File: src/rtl/wst_pkg.sv
package wst_pkg;
  typedef enum logic [1:0] {
    ST_RUN  = 2'd0,
    ST_STOP = 2'd1,
    ST_WAIT = 2'd2
  } wstState_e;

  localparam logic [1:0] SEL_TMR = 2'd0;
  localparam logic [1:0] SEL_PRE = 2'd1;
  localparam logic [1:0] SEL_CTL = 2'd2;

  typedef struct packed {
    logic wrTmr;
    logic wrPre;
    logic wrCtl;
    logic loadAuto;
    logic loadUser;
    logic count;
    logic restore;
  } wstStrb_t;
endpackage

File: src/rtl/wstCtrl.sv
module wstCtrl
  import wst_pkg::*;
(
  input  logic      clk,
  input  logic      rstN,
  input  logic      stopReq,
  input  logic      wakeIrq,
  input  logic      wrEn,
  input  logic [1:0] wrSel,
  input  logic      autoDis,
  input  logic      chainZero,
  output wstStrb_t  strb,
  output wstState_e state,
  output logic      cpuClkEn,
  output logic      stabDone
);
  wstState_e nxt;

  always_comb begin
    strb = '0;
    nxt  = state;
    case (state)
      ST_RUN: begin
        if (wrEn) begin
          case (wrSel)
            SEL_TMR: strb.wrTmr = 1'b1;
            SEL_PRE: strb.wrPre = 1'b1;
            SEL_CTL: strb.wrCtl = 1'b1;
            default: ;
          endcase
        end
        if (stopReq) nxt = ST_STOP;
      end
      ST_STOP: begin
        if (wakeIrq) begin
          nxt = ST_WAIT;
          if (autoDis) strb.loadUser = 1'b1;
          else         strb.loadAuto = 1'b1;
        end
      end
      ST_WAIT: begin
        if (chainZero) begin
          nxt          = ST_RUN;
          strb.restore = 1'b1;
        end else begin
          strb.count = 1'b1;
        end
      end
      default: nxt = ST_RUN;
    endcase
  end

  always_ff @(posedge clk or negedge rstN) begin
    if (!rstN) begin
      state    <= ST_RUN;
      cpuClkEn <= 1'b1;
      stabDone <= 1'b0;
    end else begin
      state    <= nxt;
      cpuClkEn <= (nxt == ST_RUN);
      stabDone <= strb.restore;
    end
  end
endmodule

File: src/rtl/wstDatapath.sv
module wstDatapath
  import wst_pkg::*;
#(
  parameter int DATA_W = 8,
  parameter int TMR_W  = 8,
  parameter int PRE_W  = 8,
  parameter logic [TMR_W-1:0] AUTO_TMR = 8'h01,
  parameter logic [PRE_W-1:0] AUTO_PRE = 8'hFF
) (
  input  logic              clk,
  input  logic              rstN,
  input  wstStrb_t          strb,
  input  logic [DATA_W-1:0] wrData,
  output logic [TMR_W-1:0]  tmrCnt,
  output logic [PRE_W-1:0]  preCnt,
  output logic              autoDis,
  output logic              chainZero
);
  logic [TMR_W-1:0] tmrRld;
  logic [PRE_W-1:0] preRld;
  logic [PRE_W-1:0] preLoad;

  assign chainZero = (tmrCnt == '0) && (preCnt == '0);

  always_ff @(posedge clk or negedge rstN) begin
    if (!rstN) begin
      tmrRld  <= AUTO_TMR;
      preRld  <= AUTO_PRE;
      preLoad <= AUTO_PRE;
      tmrCnt  <= AUTO_TMR;
      preCnt  <= AUTO_PRE;
      autoDis <= 1'b0;
    end else begin
      if (strb.wrTmr) begin
        tmrRld <= wrData[TMR_W-1:0];
        tmrCnt <= wrData[TMR_W-1:0];
      end
      if (strb.wrPre) begin
        preRld <= wrData[PRE_W-1:0];
        preCnt <= wrData[PRE_W-1:0];
      end
      if (strb.wrCtl) autoDis <= wrData[0];
      if (strb.loadAuto) begin
        tmrCnt  <= AUTO_TMR;
        preCnt  <= AUTO_PRE;
        preLoad <= AUTO_PRE;
      end
      if (strb.loadUser) begin
        tmrCnt  <= tmrRld;
        preCnt  <= preRld;
        preLoad <= preRld;
      end
      if (strb.count) begin
        if (preCnt == '0) begin
          preCnt <= preLoad;
          tmrCnt <= tmrCnt - 1'b1;
        end else begin
          preCnt <= preCnt - 1'b1;
        end
      end
      if (strb.restore) begin
        tmrCnt <= tmrRld;
        preCnt <= preRld;
      end
    end
  end
endmodule

File: src/rtl/wakeStabTimer.sv
module wakeStabTimer
  import wst_pkg::*;
#(
  parameter int DATA_W = 8,
  parameter int TMR_W  = 8,
  parameter int PRE_W  = 8,
  parameter logic [TMR_W-1:0] AUTO_TMR = 8'h01,
  parameter logic [PRE_W-1:0] AUTO_PRE = 8'hFF
) (
  input  logic              clk,
  input  logic              rstN,
  input  logic              stopReq,
  input  logic              wakeIrq,
  input  logic              wrEn,
  input  logic [1:0]        wrSel,
  input  logic [DATA_W-1:0] wrData,
  output logic              cpuClkEn,
  output logic              stabDone,
  output logic              autoDis,
  output logic [TMR_W-1:0]  tmrVal,
  output logic [PRE_W-1:0]  preVal
);
  wstStrb_t  strb;
  wstState_e ctrlState;
  logic      chainZero;

  wstCtrl u_ctrl (
    .clk(clk), .rstN(rstN), .stopReq(stopReq), .wakeIrq(wakeIrq),
    .wrEn(wrEn), .wrSel(wrSel), .autoDis(autoDis), .chainZero(chainZero),
    .strb(strb), .state(ctrlState), .cpuClkEn(cpuClkEn), .stabDone(stabDone)
  );

  wstDatapath #(
    .DATA_W(DATA_W), .TMR_W(TMR_W), .PRE_W(PRE_W),
    .AUTO_TMR(AUTO_TMR), .AUTO_PRE(AUTO_PRE)
  ) u_dp (
    .clk(clk), .rstN(rstN), .strb(strb), .wrData(wrData),
    .tmrCnt(tmrVal), .preCnt(preVal), .autoDis(autoDis), .chainZero(chainZero)
  );
endmodule

File: config.mk
export PLATFORM = sky130hd
export DESIGN_NAME = wakeStabTimer
export DESIGN_NICKNAME = d
export VERILOG_FILES = /design/src/rtl/wst_pkg.sv /design/src/rtl/wstCtrl.sv /design/src/rtl/wstDatapath.sv /design/src/rtl/wakeStabTimer.sv
export SDC_FILE = /design/constraint.sdc
export NUM_CORES = 1
export LEC_CHECK = 0
export CORE_MARGIN = 1.5
export CORE_UTILIZATION = 54
export DETAILED_ROUTE_END_ITERATION = 8
export PLACE_DENSITY = 0.79
export SYNTH_ARGS = -nofsm -noshare
export SYNTH_HDL_FRONTEND = slang
export SYNTH_SLANG_ARGS = --single-unit
File: constraint.sdc
create_clock -name clk -period 2.86 [get_ports clk]
set_input_delay 0.572 -clock clk [delete_from_list [all_inputs] [get_ports clk]]
set_output_delay 0.572 -clock clk [all_outputs]
set_load 0.05 [all_outputs]
Word-level counts from Yosys, hierarchy flattened
Cells that the tools add are included.
{"block": "totals", "reg_bits": 45, "input_bits": 15, "out_inout_bits": 19, "word_cells": 53}
{"block": "classes", "add_sub_neg": 2, "eq_ne": 4, "muxes": 30, "n_reduce_logical": 8}
{"cell": "8-bit 2-to-1 mux", "count": 14}
{"cell": "8-bit zero test", "count": 2}
{"cell": "8-bit by 1-bit subtractor with 8-bit output (second input constant)", "count": 2}
{"cell": "2-bit 2-to-1 mux", "count": 6}
{"cell": "1-bit 2-to-1 mux", "count": 7}
{"cell": "2-bit zero test", "count": 3}
{"cell": "3-bit 2-to-1 mux", "count": 2}
{"cell": "2-bit one-hot mux with 3 select lines", "count": 1}
{"cell": "5-bit nonzero test", "count": 1}
{"cell": "2-bit by 1-bit == test with 1-bit output (second input constant)", "count": 2}
{"cell": "2-bit == test (second input constant)", "count": 2}
{"cell": "2-bit nonzero test", "count": 1}
{"cell": "1-bit logical AND", "count": 1}

Logic depth before layout (Yosys ltp)
{"block": "depth", "ltp_word": 10, "ltp_mapped": 9, "depth_no_buf": 8}

Cells and area by module
From an unflattened synthesis, not the netlist that was laid out.
{"block": "unflattened", "cells_unflattened": 259, "hier_area_um2": 2613.8}
{"mod": "wstDatapath", "instances": 1, "cells_each": 237, "area_each_um2": 2404.8, "seq_area_each_um2": 1058.5}
{"mod": "wstCtrl", "instances": 1, "cells_each": 22, "area_each_um2": 209.0, "seq_area_each_um2": 101.3}

Worst setup path after synthesis
OpenSTA, ideal clock, no wires.
{"block": "synth_path", "kind": "register to register", "from": "reg u_dp.preCnt[0]", "to": "reg u_dp.tmrCnt[6]", "setup_ns": 0.126, "arrival_time_ns": 2.361, "required_time_ns": 2.734, "slack_ns": 0.373, "path_stages_with_launch": 10, "n_path_buf": 2, "period_less_slack_ns": 2.487, "path_cell_list": "dfstp_2 > inv_1 > ha_1 > or3b_2 > clkbuf_1 > or3_1 > buf_6 > nor4_4 > mux2i_1 > a221o_1"}
{"block": "synth_via", "elab_chain_cells": 6}
{"item": "from (decl)", "line_no": "wstDatapath.sv:15", "rtl": "output logic [PRE_W-1:0] preCnt,"}
{"item": "from (signal assigned)", "line_no": "wstDatapath.sv:40", "rtl": "preCnt <= wrData[PRE_W-1:0];"}
{"item": "from (signal assigned)", "line_no": "wstDatapath.sv:50", "rtl": "preCnt <= preRld;"}
{"item": "from (signal assigned)", "line_no": "wstDatapath.sv:55", "rtl": "preCnt <= preLoad;"}
{"item": "8-bit zero test (*)", "line_no": "wstDatapath.sv:23, wstDatapath.sv:54"}
{"item": "1-bit logical AND", "line_no": "wstDatapath.sv:23", "rtl": "assign chainZero = (tmrCnt == '0) && (preCnt == '0);"}
{"item": "1-bit 2-to-1 mux", "line_no": "wstCtrl.sv:42", "rtl": "if (chainZero) begin"}
{"item": "2-bit 2-to-1 mux", "line_no": "wstCtrl.sv:22", "rtl": "case (state)"}
{"item": "8-bit 2-to-1 mux", "line_no": "wstDatapath.sv:53", "rtl": "if (strb.count) begin"}
{"item": "8-bit 2-to-1 mux (*)", "line_no": "wstDatapath.sv:61", "rtl": "if (strb.restore) begin"}
{"item": "to (signal assigned)", "line_no": "wstDatapath.sv:49", "rtl": "tmrCnt <= tmrRld;"}
{"item": "to (signal assigned)", "line_no": "wstDatapath.sv:56", "rtl": "tmrCnt <= tmrCnt - 1'b1;"}
{"item": "to (signal assigned)", "line_no": "wstDatapath.sv:62", "rtl": "tmrCnt <= tmrRld;"}
{"item": "to (decl)", "line_no": "wstDatapath.sv:14", "rtl": "output logic [TMR_W-1:0] tmrCnt,"}
Mark *: on every way between the ends. The rest lies on a longest branch, timed or not.
A chain may end at the register's enable or synchronous reset.

Worst setup path after layout
{"block": "layout_path", "from": "reg u_dp.preCnt[0]", "to": "reg u_dp.tmrCnt[5]"}
Same word-level chain as after synthesis.

==> flow_metrics.env <==
export IMPL_synth_area_leaders="dfstp_2, dfrtp_1, nand2_1"
export IMPL_cts_setup_buffers=0
export IMPL_cts_root_buffer="clkbuf_8"
export IMPL_synthCells=245
export IMPL_antenna_found_initial=0
export IMPL_tightest_slew_ps=963.8
export IMPL_hpwl_um=4262
export IMPL_gp_congestion=0.9294
export IMPL_fp_row_count=24
export IMPL_synth_common_cells="nand2_1, dfstp_2, dfrtp_1"
export IMPL_max_cap_viol_count=0
export IMPL_cts_tree="yes"
export IMPL_path_class="reg -> reg"
export IMPL_maxSlewHeadroom_pct=35.75
export IMPL_syn_num_nets=263
export IMPL_finalSetupViolCount=0
export IMPL_cts_sinks=45
export IMPL_initial_core_util_pct=55.82
export IMPL_leakage_nw=1.168
export IMPL_maxSlewViolCount=0
export IMPL_critPathMaxStageDelay_ps=540
export IMPL_fmax_mhz=403.3
export IMPL_skew_ps=4.517
export IMPL_io_buffers=33
export IMPL_clockBufferDepth=2
export IMPL_synth_edf_count=0
export IMPL_finalCriticalPeriod_ps=2480
export IMPL_synth_seq_cells=45
export IMPL_drc_errors=0
export IMPL_worstPathMaxFanout=7
export IMPL_area_growth_pct=19.39
export IMPL_num_vias=2044
export IMPL_drt_pass1_iter_count=5
export IMPL_fin_crit_sh_pct=86.70
export IMPL_whs_ps=416.4
export IMPL_syn_area_sq_mm=0.002414
export IMPL_cpMaxStageDelayCell="or3b_2"
export IMPL_worstPathCellList="inv_1 > ha_1 > or3b_2 > or3_1 > nor2_1 > nor3_1 > a221o_1"
export IMPL_io_pins=34
export IMPL_ys_types=52
export IMPL_grt_usage_pct=25.32
export IMPL_htree_levels=2
export IMPL_ir_drop_mv=0.5629
export IMPL_status="finished clean"
export IMPL_synthArstFlopShare_pct=100.0
export IMPL_synth_largest_area_cell="dfstp_2"
export IMPL_min_path_type="in -> async"
export IMPL_tns_ps=0
export IMPL_yosysSeqAreaShare_pct=48.06
export IMPL_pre_cts_ws_ps=397.7
export IMPL_die_w_um=69.86
export IMPL_drive_above_1_share_pct=19.64
export IMPL_yosys_warnings=0
export IMPL_required_ps=3040
export IMPL_hold_buffers=0
export IMPL_numCtsBuffers=5
export IMPL_cp_data_arrival_time_ps=2660
export IMPL_post_cts_resize_count=0
export IMPL_finalPower_mw=3.251
export IMPL_hold_viol=0
export IMPL_clk_pin_slew_ps=80
export IMPL_drt_initial_drc_count=148
export IMPL_grt_pass1_wl_um=9880
export IMPL_detail_route_wl_per_cell_um=17.45
export IMPL_fin_ws_ps=380.5
export IMPL_synth_most_common_cell="nand2_1"
export IMPL_end_kind="flip-flop"
export IMPL_die_area_sq_mm=0.004880
export IMPL_design_core_area_sq_mm=0.004324
export IMPL_clk_latency_ps=300
export IMPL_syn_area_per_cell_sq_um=9.851
export IMPL_antenna_left=0
export IMPL_grt_start_max_net_pins=46
export IMPL_grt_setup_unrepaired="no"
export IMPL_globalRouteOverflowTotal=0
export IMPL_grt_pass1_vias=2059
export IMPL_p_per_area_mw_per_mm2=1128
export IMPL_synth_ff_type="dfstp_2"
export IMPL_antennaDiodeCount=0
export IMPL_die_h_um=69.86
export IMPL_avgViaCountPerCell=6.157
export IMPL_drt_wl_total_um=5795
export IMPL_synth_top_area_share_pct=29.39
export IMPL_crit_path_start_kind="flip-flop"
export IMPL_layout_nets=297
## routing by layer
metal / wire (um) / part of all wire (%) / up-vias / track usage, %
li1: - / - / 970 / -
met1: 2664 / 46 / 981 / 37.00
met2: 2661 / 46 / 77 / 38.41
met3: 354 / 6.1 / 16 / 4.762
met4: 114 / 2.0 / 0 / 8.120
met5: 0 / 0 / - / 0
## sequential cells by signal, summed over array words and instances, names as in the netlist
register	flops
u_ctrl.state	2
u_dp.preRld	8
u_ctrl.cpuClkEn	1
u_dp.tmrRld	8
u_dp.preLoad	8
u_dp.tmrCnt	8
u_ctrl.stabDone	1
u_dp.autoDis	1
u_dp.preCnt	8
## worst max-delay path, delay by kind of cell, from the launching register on
| kind | cells | cell delay, ps |
|---|---|---|
| buffers and inverters | 1 | 80 |
| AO/OA/AOI/OAI | 1 | 260 |
| adder cells (fa/ha/maj) | 1 | 220 |
| flip-flops | 1 | 390 |
| AND/OR/NAND/NOR | 4 | 1420 |
## kinds of logic (layout without fill, tap and decap cells)
| logic type | count (synthesis) | in the layout | share of synthesized area (%) |
|---|---|---|---|
| compound gates | 66 | 66 | 19.65 |
| xor+xnor | 3 | 3 | 1.089 |
| fa+ha+maj | 3 | 3 | 1.555 |
| buf+inv | 21 | 56 | 3.577 |
| flops | 45 | 45 | 48.06 |
| mux | 15 | 15 | 6.636 |
| simple gates | 92 | 92 | 19.44 |
## report_power, final
part | total [mW] | leakage, nW | switching [mW] | internal (mW)
registers | 1.33 | 0.510 | 0.287 | 1.04
clock network | 0.374 | 0.0395 | 0.201 | 0.174
logic | 1.54 | 0.618 | 0.936 | 0.609
total | 3.25 | 1.17 | 1.42 | 1.83
## worst paths after layout
kind / from / endpoint / slack [ps] / depth (start not counted)
setup / recovery: u_dp.preCnt[0] / u_dp.tmrCnt[5] / 380 / 7
hold / removal: rstN / u_ctrl.state[0] / 420 / 1
setup reg to reg: u_dp.preCnt[0] / u_dp.tmrCnt[5] / 380 / 7
hold reg to reg: u_dp.preRld[5] / u_dp.preRld[5] / 470 / 2
max in group asynchronous: rstN / u_ctrl.stabDone / 1840 / 1
min in group clk: u_dp.preRld[5] / u_dp.preRld[5] / 470 / 2
## area by class of cell
cell class                 count  area [sq um]
timing repair buffer          37         367.9
fill                         362          1443
clock buffer                   8         80.08
sequential                    45          1160
tap                           52         65.06
multi-input combinational    179          1167
inverter                      11         41.29
## stage by stage
| stage | std cells | instance area (sq um) | util [%] |
|---|---|---|---|
| final | 332 | 2882 | 66.64 |
| after detailed placement | 324 | 2801 | 64.79 |
| after global routing | 332 | 2882 | 66.64 |
| after CTS | 332 | 2882 | 66.64 |
| after global placement | 324 | 2801 | 64.79 |
| after floorplan | 245 | 2414 | - |
## cells in the final DEF, fill, tap and decap left out, drive strengths merged, types with 4 or more instances in the layout
master,n
o21ai,18
nor2,16
nand2,38
inv,11
dfrtp,18
clkdlybuf4s50,32
buf,5
dfstp,27
o22a,8
a22oi,4
mux2,8
a31oi,4
clkbuf,8
nor3,8
a21oi,7
mux2i,7
(Power assumes the default switching activity.)
